--- src/rtl/gpl_pkg.sv ---
// Package: shared constants and types for the gamepad link responder.
// Assumes byte values are fixed by the link; nothing here is tunable.
package gpl_pkg;
    localparam logic [7:0] ID_DIGITAL = 8'h41;
    localparam logic [7:0] ID_ANALOG  = 8'h73;
    localparam logic [7:0] ID_CONFIG  = 8'hF3;
    localparam logic [7:0] MARKER     = 8'h5A;
    localparam logic [7:0] IDLE_BYTE  = 8'hFF;

    localparam logic [7:0] OP_POLL    = 8'h42;
    localparam logic [7:0] OP_CFG     = 8'h43;
    localparam logic [7:0] OP_MODE    = 8'h44;
    localparam logic [7:0] OP_QUERY   = 8'h45;
    localparam logic [7:0] OP_MAP     = 8'h4D;

    typedef enum logic [1:0] {
        MOTOR_SMALL = 2'd0,
        MOTOR_LARGE = 2'd1,
        MOTOR_NONE  = 2'd2
    } motor_sel_t;

    typedef struct packed {
        logic cfg;
        logic analog;
    } dev_mode_t;
endpackage

--- src/rtl/gpl_link_phy.sv ---
// Module: bit-level side of the link. Synchronizes select, clock and
// command into clk, shifts host bits in on rising host edges and drives
// the reply bit on falling host edges. Assumes the host half-period spans
// more than SYNC_STAGES + 2 system clocks.
module gpl_link_phy #(
    parameter int SYNC_STAGES = 2,
    parameter int IDX_W       = 4
) (
    input  logic             clk,
    input  logic             rst_n,
    input  logic             sel_n_i,
    input  logic             sck_i,
    input  logic             cmd_i,
    input  logic [7:0]       tx_byte_i,
    output logic             idle_o,
    output logic             byte_done_o,
    output logic [7:0]       rx_byte_o,
    output logic [IDX_W-1:0] byte_idx_o,
    output logic [IDX_W-1:0] done_idx_o,
    output logic             rsp_o
);
    localparam logic [IDX_W-1:0] IDX_MAX = '1;

    logic [SYNC_STAGES-1:0] sel_sr, sck_sr, cmd_sr;
    logic                   sck_prev;
    logic [2:0]             bit_cnt;
    logic                   sel_s, sck_s, cmd_s, sck_fall, sck_rise;

    assign sel_s    = sel_sr[SYNC_STAGES-1];
    assign sck_s    = sck_sr[SYNC_STAGES-1];
    assign cmd_s    = cmd_sr[SYNC_STAGES-1];
    assign sck_fall = sck_prev & ~sck_s;
    assign sck_rise = ~sck_prev & sck_s;
    assign idle_o   = sel_s;

    // Synchronizer chains and previous clock level for edge detection.
    always_ff @(posedge clk) begin
        if (!rst_n) begin
            sel_sr   <= '1;
            sck_sr   <= '1;
            cmd_sr   <= '1;
            sck_prev <= 1'b1;
        end else begin
            sel_sr   <= {sel_sr[SYNC_STAGES-2:0], sel_n_i};
            sck_sr   <= {sck_sr[SYNC_STAGES-2:0], sck_i};
            cmd_sr   <= {cmd_sr[SYNC_STAGES-2:0], cmd_i};
            sck_prev <= sck_s;
        end
    end

    // Bit and byte sequencing, receive shift and reply bit drive.
    always_ff @(posedge clk) begin
        if (!rst_n) begin
            bit_cnt     <= '0;
            byte_idx_o  <= '0;
            done_idx_o  <= '0;
            byte_done_o <= 1'b0;
            rx_byte_o   <= '0;
            rsp_o       <= 1'b1;
        end else if (sel_s) begin
            bit_cnt     <= '0;
            byte_idx_o  <= '0;
            byte_done_o <= 1'b0;
            rsp_o       <= 1'b1;
        end else begin
            byte_done_o <= 1'b0;
            if (sck_fall) rsp_o <= tx_byte_i[bit_cnt];
            if (sck_rise) begin
                rx_byte_o <= {cmd_s, rx_byte_o[7:1]};
                bit_cnt   <= bit_cnt + 3'd1;
                if (bit_cnt == 3'd7) begin
                    byte_done_o <= 1'b1;
                    done_idx_o  <= byte_idx_o;
                    if (byte_idx_o != IDX_MAX) byte_idx_o <= byte_idx_o + 1'b1;
                end
            end
        end
    end


    rsp_idle_chk: assert property (@(posedge clk) disable iff (!rst_n)
        (sel_s && $past(sel_s)) |-> rsp_o);


    abort_clear_chk: assert property (@(posedge clk) disable iff (!rst_n)
        $rose(sel_s) |=> (byte_idx_o == '0 && bit_cnt == 3'd0));
endmodule

--- src/rtl/gpl_responder.sv ---
// Module: byte-level command decoder. Holds the live and frame-frozen
// modes, builds the reply byte for the current slot and applies each
// completed host byte. Assumes slot indices come from gpl_link_phy.
module gpl_responder
    import gpl_pkg::*;
#(
    parameter int IDX_W     = 4,
    parameter int SHORT_LEN = 5,
    parameter int LONG_LEN  = 9,
    parameter int MAP_SLOTS = 2
) (
    input  logic             clk,
    input  logic             rst_n,
    input  logic             idle_i,
    input  logic             byte_done_i,
    input  logic [7:0]       rx_byte_i,
    input  logic [IDX_W-1:0] byte_idx_i,
    input  logic [IDX_W-1:0] done_idx_i,
    input  logic [15:0]      buttons_i,
    input  logic [15:0]      stick_r_i,
    input  logic [15:0]      stick_l_i,
    output logic [7:0]       tx_byte_o,
    output logic [7:0]       rumble_small_o,
    output logic [7:0]       rumble_large_o
);
    localparam logic [IDX_W-1:0] LEN_S = IDX_W'(SHORT_LEN);
    localparam logic [IDX_W-1:0] LEN_L = IDX_W'(LONG_LEN);
    localparam logic [IDX_W-1:0] FIRST = IDX_W'(3);

    dev_mode_t        live, snap;
    logic [7:0]       cmd_q;
    motor_sel_t       map_q [MAP_SLOTS];
    logic [IDX_W-1:0] frame_len, pos;
    logic [7:0]       poll_b, query_b;
    logic             in_frame;

    assign frame_len = (snap.cfg || snap.analog) ? LEN_L : LEN_S;
    assign in_frame  = done_idx_i < frame_len;
    assign pos       = byte_idx_i - FIRST;

    // Poll and query payload bytes for the current slot.
    always_comb begin
        poll_b  = 8'h00;
        query_b = 8'h00;
        case (pos)
            IDX_W'(0): begin poll_b = ~buttons_i[7:0];  query_b = 8'h03; end
            IDX_W'(1): begin poll_b = ~buttons_i[15:8]; query_b = 8'h02; end
            IDX_W'(2): begin poll_b = stick_r_i[7:0];   query_b = {7'd0, snap.analog}; end
            IDX_W'(3): begin poll_b = stick_r_i[15:8];  query_b = 8'h02; end
            IDX_W'(4): begin poll_b = stick_l_i[7:0];   query_b = 8'h01; end
            IDX_W'(5): begin poll_b = stick_l_i[15:8];  query_b = 8'h00; end
            default: ;
        endcase
    end

    // Reply byte for the slot now being shifted out.
    always_comb begin
        if (byte_idx_i >= frame_len) tx_byte_o = IDLE_BYTE;
        else if (byte_idx_i == IDX_W'(0)) tx_byte_o = IDLE_BYTE;
        else if (byte_idx_i == IDX_W'(1))
            tx_byte_o = snap.cfg ? ID_CONFIG : (snap.analog ? ID_ANALOG : ID_DIGITAL);
        else if (byte_idx_i == IDX_W'(2)) tx_byte_o = MARKER;
        else begin
            case (cmd_q)
                OP_POLL:  tx_byte_o = poll_b;
                OP_CFG:   tx_byte_o = snap.cfg ? 8'h00 : poll_b;
                OP_MAP:   tx_byte_o = snap.cfg ? IDLE_BYTE : 8'h00;
                OP_QUERY: tx_byte_o = snap.cfg ? query_b : 8'h00;
                default:  tx_byte_o = 8'h00;
            endcase
        end
    end

    // Mode, mapping, command and rumble updates on completed host bytes.
    always_ff @(posedge clk) begin
        if (!rst_n) begin
            live           <= '0;
            snap           <= '0;
            cmd_q          <= '0;
            rumble_small_o <= '0;
            rumble_large_o <= '0;
            for (int s = 0; s < MAP_SLOTS; s++)
                map_q[s] <= (s == 0) ? MOTOR_SMALL : (s == 1) ? MOTOR_LARGE : MOTOR_NONE;
        end else begin
            if (idle_i) begin
                snap  <= live;
                cmd_q <= '0;
            end
            if (byte_done_i && in_frame) begin
                if (done_idx_i == IDX_W'(1)) cmd_q <= rx_byte_i;
                if (cmd_q == OP_CFG && done_idx_i == FIRST) begin
                    if (rx_byte_i == 8'h01) live.cfg <= 1'b1;
                    else if (rx_byte_i == 8'h00) live.cfg <= 1'b0;
                end
                if (cmd_q == OP_MODE && snap.cfg && done_idx_i == FIRST)
                    live.analog <= (rx_byte_i == 8'h01);
                for (int s = 0; s < MAP_SLOTS; s++) begin
                    if (done_idx_i == FIRST + IDX_W'(s)) begin
                        if (cmd_q == OP_POLL) begin
                            if (map_q[s] == MOTOR_SMALL) rumble_small_o <= rx_byte_i;
                            if (map_q[s] == MOTOR_LARGE) rumble_large_o <= rx_byte_i;
                        end
                        if (cmd_q == OP_MAP && snap.cfg)
                            map_q[s] <= (rx_byte_i == 8'h00) ? MOTOR_SMALL :
                                        (rx_byte_i == 8'h01) ? MOTOR_LARGE : MOTOR_NONE;
                    end
                end
            end
        end
    end


    snap_hold_chk: assert property (@(posedge clk) disable iff (!rst_n)
        (!idle_i && $past(!idle_i)) |-> $stable(snap));


    analog_cfg_chk: assert property (@(posedge clk) disable iff (!rst_n)
        !$stable(live.analog) |-> $past(snap.cfg));


    rumble_small_chk: assert property (@(posedge clk) disable iff (!rst_n)
        !$stable(rumble_small_o) |-> $past(byte_done_i));


    rumble_large_chk: assert property (@(posedge clk) disable iff (!rst_n)
        !$stable(rumble_large_o) |-> $past(byte_done_i));
endmodule

--- src/rtl/gamepad_link_responder.sv ---
// Module: top of the gamepad link responder. Joins the bit-level link
// side to the command decoder. Assumes one system clock domain and a host
// clock slow enough to be oversampled.
module gamepad_link_responder #(
    parameter int SYNC_STAGES = 2,
    parameter int IDX_W       = 4,
    parameter int SHORT_LEN   = 5,
    parameter int LONG_LEN    = 9,
    parameter int MAP_SLOTS   = 2
) (
    input  logic        clk,
    input  logic        rst_n,
    input  logic        sel_n,
    input  logic        sck,
    input  logic        cmd,
    output logic        rsp,
    input  logic [15:0] buttons,
    input  logic [15:0] stick_right,
    input  logic [15:0] stick_left,
    output logic [7:0]  rumble_small,
    output logic [7:0]  rumble_large
);
    logic             idle, byte_done;
    logic [7:0]       rx_byte, tx_byte;
    logic [IDX_W-1:0] byte_idx, done_idx;

    gpl_link_phy #(.SYNC_STAGES(SYNC_STAGES), .IDX_W(IDX_W)) u_phy (
        .clk(clk), .rst_n(rst_n), .sel_n_i(sel_n), .sck_i(sck), .cmd_i(cmd),
        .tx_byte_i(tx_byte), .idle_o(idle), .byte_done_o(byte_done),
        .rx_byte_o(rx_byte), .byte_idx_o(byte_idx), .done_idx_o(done_idx),
        .rsp_o(rsp)
    );

    gpl_responder #(.IDX_W(IDX_W), .SHORT_LEN(SHORT_LEN), .LONG_LEN(LONG_LEN),
                    .MAP_SLOTS(MAP_SLOTS)) u_resp (
        .clk(clk), .rst_n(rst_n), .idle_i(idle), .byte_done_i(byte_done),
        .rx_byte_i(rx_byte), .byte_idx_i(byte_idx), .done_idx_i(done_idx),
        .buttons_i(buttons), .stick_r_i(stick_right), .stick_l_i(stick_left),
        .tx_byte_o(tx_byte), .rumble_small_o(rumble_small),
        .rumble_large_o(rumble_large)
    );
endmodule

--- config.mk ---
export PLATFORM = sky130hd
export DESIGN_NAME = gamepad_link_responder
export DESIGN_NICKNAME = d
export VERILOG_FILES = /design/src/rtl/gpl_pkg.sv /design/src/rtl/gpl_link_phy.sv /design/src/rtl/gpl_responder.sv /design/src/rtl/gamepad_link_responder.sv
export SDC_FILE = /design/constraint.sdc
export NUM_CORES = 1
export LEC_CHECK = 0
export CAP_MARGIN = 40
export CORE_MARGIN = 2
export CORE_UTILIZATION = 27
export DETAILED_ROUTE_END_ITERATION = 12
export DONT_BUFFER_PORTS = 1
export GPL_TIMING_DRIVEN = 1
export PLACE_DENSITY_LB_ADDON = 0.05
export SKIP_CTS_REPAIR_TIMING = 1
export SLEW_MARGIN = 0
export SYNTH_ARGS = -nofsm -noshare
export SYNTH_HDL_FRONTEND = slang
export SYNTH_HIERARCHICAL = 1
export SYNTH_SLANG_ARGS = --single-unit
--- constraint.sdc ---
create_clock -name clk -period 2.8 [get_ports clk]
set_input_delay 0.56 -clock clk [delete_from_list [all_inputs] [get_ports clk]]
set_output_delay 0.56 -clock clk [all_outputs]
set_load 0.01 [all_outputs]
==> out/metrics.csv <==
stage,metric,value,unit
finish,drive_above_1_share,11.0,%
logic_synthesis,ys.warnings.count,6,
routing,drt_iter0_markers,86,
place,dp_slack,0.308,ns
die,die_area,0.0136,mm2
pwr,powerDensity,522,mW/mm2
logic_synthesis,synth_edf_count,4,
finish,n_antenna_cell,0,
place,post-place-cells,539,
finish,mostFrequentLayoutCell,dfxtp_1,
logic_synthesis,synth_area,0.00342,mm2
global_routing,grt_usage,14.1,%
finish,fin_nets,438,
routing,drc,0,
finish,fillers,1339,
finish,area_growth,16.9,%
routing,routed_wl,9250,um
clocking,cts-buffers-inserted,9,
routing,wire_per_inst,16.7,um
routing,postRouteAntennaNets,0,
clocking,htreeDepth,3,
pwr,ir_drop,236,uV
setup_path,path_delay_family,flip-flops,
timing,hold_viol_final,0,
timing,rsz0062_at_grt,false,
global_routing,antenna_found_initial,0,
timing,worstMarginPinSlew,0.593,ns
run_status,status,completed,
setup_path,crit_fanout,15,
global_routing,grt_pass1_wl,14300,um
flow_run,drv_cap,0,
timing,skew,0.00805,ns
timing,hold_slack,0.309,ns
place,io_buffers,0,
die,die_h,116,um
routing,via_count,2774,
logic_synthesis,ys_ff_latch,60,
clocking,path_clk_slew,0.06,ns
timing,finalCritPeriodShare,88.3,%
setup_path,startpoint_type,flop,
place,place.gp.congestion,0.859,
timing,finalSetupViolCount,0,
logic_synthesis,syn_avg_cell_area,9.16,um2
finish,most-common-layout-cells,"dfxtp_1, mux2i_1, nand2_1",
logic_synthesis,ys.flop_type,dfxtp_1,
timing,fin_ws,0.328,ns
die,io_pins,70,
logic_synthesis,yosysSeqAreaShare,36.3,%
setup_path,path_cells,nor4b_1 -> buf_4 -> a32o_1 -> o211ai_1 -> nand4b_1 -> mux4_1 -> nor2b_1 -> o41ai_2,
die,core,0.0125,mm2
setup_path,cp-end-kind,flop,
global_routing,overflow,0,
global_routing,grt_pass1_vias,2686,
timing,fin_crit,2.47,ns
routing,via_per_inst,5.00,
logic_synthesis,synth_nets,433,
die,num_rows,41,
timing,relSlewSlack,59.4,%
clocking,cts_buffer_depth,2,
finish,stdcell_count,555,
clocking,clock_sinks,60,
pwr,p_leak,1.31,nW
place,hpwl,6750,um
setup_path,cp.required,2.99,ns
setup_path,cp.buffers_inverters,1,
logic_synthesis,syn_inst,373,
routing,dr.pass1.iters,4,
timing,fmax,405,MHz
setup_path,critical_path_class,reg -> reg,
clocking,clk_latency,0.33,ns
clocking,cts_root_buf,clkbuf_16,
timing,final.setup.tns,0,ns
logic_synthesis,async_flop_share,0,%
die,start_util,27.4,%
setup_path,crit_slowest_cell,dfxtp_1,
die,fp.dieW,116,um
global_routing,grt_start_max_net_pins,62,
min_path,min_path_type,in -> reg,
setup_path,slowest_delay,0.71,ns
setup_path,critical_path_arrival,2.66,ns
timing,finalMaxSlewViolations,0,
logic_synthesis,synth_cell_types,54,
clocking,cts_tree,built,
[state kept, by name (all words and copies together), names as in the netlist]
signal / cells
u_phy/sck_sr: 2
u_resp/snap: 2
u_phy/rsp_o: 1
u_phy/done_idx_o: 4
u_resp/map_q: 4
u_phy/cmd_sr: 2
u_resp/rumble_small_o: 8
u_phy/byte_idx_o: 4
u_phy/bit_cnt: 3
u_resp/rumble_large_o: 8
u_resp/live: 2
u_phy/sck_prev: 1
u_phy/sel_sr: 2
u_phy/byte_done_o: 1
u_resp/cmd_q: 8
u_phy/rx_byte_o: 8
[worst paths after layout]
path                                           from              end  slack, ns  depth (start not counted)
worst max-delay path            u_phy/byte_idx_o[1]      u_phy/rsp_o       0.33                          8
worst min-delay path                          rst_n  u_phy/sck_sr[1]       0.31                          1
worst max register to register  u_phy/byte_idx_o[1]      u_phy/rsp_o       0.33                          8
worst min register to register      u_phy/sck_sr[0]  u_phy/sck_sr[1]       0.40                          1
[worst register-to-register path, stage by stage, from the launching register on]
cell      delay [ns]
dfxtp_1         0.71
nor4b_1         0.15
buf_4           0.18
a32o_1          0.20
o211ai_1        0.21
nand4b_1        0.11
mux4_1          0.53
nor2b_1         0.16
o41ai_2         0.09
[cell type report]
type / instances / area [um2] / share of cell area [%]
Multi-Input combinational cell: 281 / 2040 / 51.2
Sequential cell: 60 / 1240 / 31.1
Clock buffer: 12 / 246 / 6.17
Tap cell: 172 / 215 / 5.39
Timing Repair Buffer: 18 / 145 / 3.63
Clock inverter: 4 / 72.6 / 1.82
Inverter: 8 / 30.0 / 0.752
[cell usage after synthesis, types with 3 or more instances]
master / n / share of area, %
o22ai_1: 4 / 0.73
a32o_1: 4 / 1.2
nor3_1: 6 / 0.88
buf_2: 3 / 0.44
mux4_2: 4 / 2.6
clkbuf_1: 19 / 2.1
inv_1: 8 / 0.88
nor3b_1: 7 / 1.5
mux2i_1: 38 / 11
nand4b_1: 5 / 1.3
a2bb2oi_1: 8 / 2.1
nor2_1: 13 / 1.4
nand2_1: 34 / 3.7
nor2b_1: 27 / 4.9
ha_1: 7 / 2.6
o21ai_0: 16 / 2.3
a21boi_0: 8 / 1.8
nand2b_1: 21 / 3.8
dfxtp_1: 56 / 33
nand3b_1: 6 / 1.3
nand3_1: 15 / 2.2
nor4_1: 4 / 0.73
edfxtp_1: 4 / 3.5
o211ai_1: 10 / 2.2
or3_1: 4 / 0.73
a21oi_1: 8 / 1.2
[cell families after synthesis]
family / Yosys count / share of synthesized area (%)
multiplexers: 44 / 14.9
adder cells (fa/ha/maj): 7 / 2.56
AND/OR/NAND/NOR: 156 / 26.3
buffers and inverters: 32 / 3.85
AO/OA/AOI/OAI: 72 / 15.6
XOR/XNOR: 2 / 0.513
flip-flops: 60 / 36.3
[power breakdown]
part	internal (mW)	switching (mW)	leakage [nW]	total, mW
Sequential	0.869	0.00493	0.491	0.874
Combinational	0.0181	0.00819	0.668	0.0263
Clock	0.802	0.382	0.153	1.18
Total	1.69	0.395	1.31	2.08
[routing by layer]
metal  wire [um]  share of wire (%)  vias up  GRT usage, %
li1            -                  -     1383             -
met1        4190                 45     1316          16.8
met2        4560                 49       69          24.2
met3         413                4.5        6          3.27
met4          96                1.0        0          6.11
met5           0                  0        -             0
[per-stage QoR]
stage	utilization [%]	cell area, um2	power [mW]
2_1_floorplan	-	3420	0.924
3_3_place_gp	29.4	3670	0.919
3_5_place_dp	29.5	3670	0.919
4_1_cts	32.0	3990	2.13
5_1_grt	32.0	3990	2.17
6_report	32.0	3990	2.08
No activity file was read; power rests on OpenSTA's default activity.
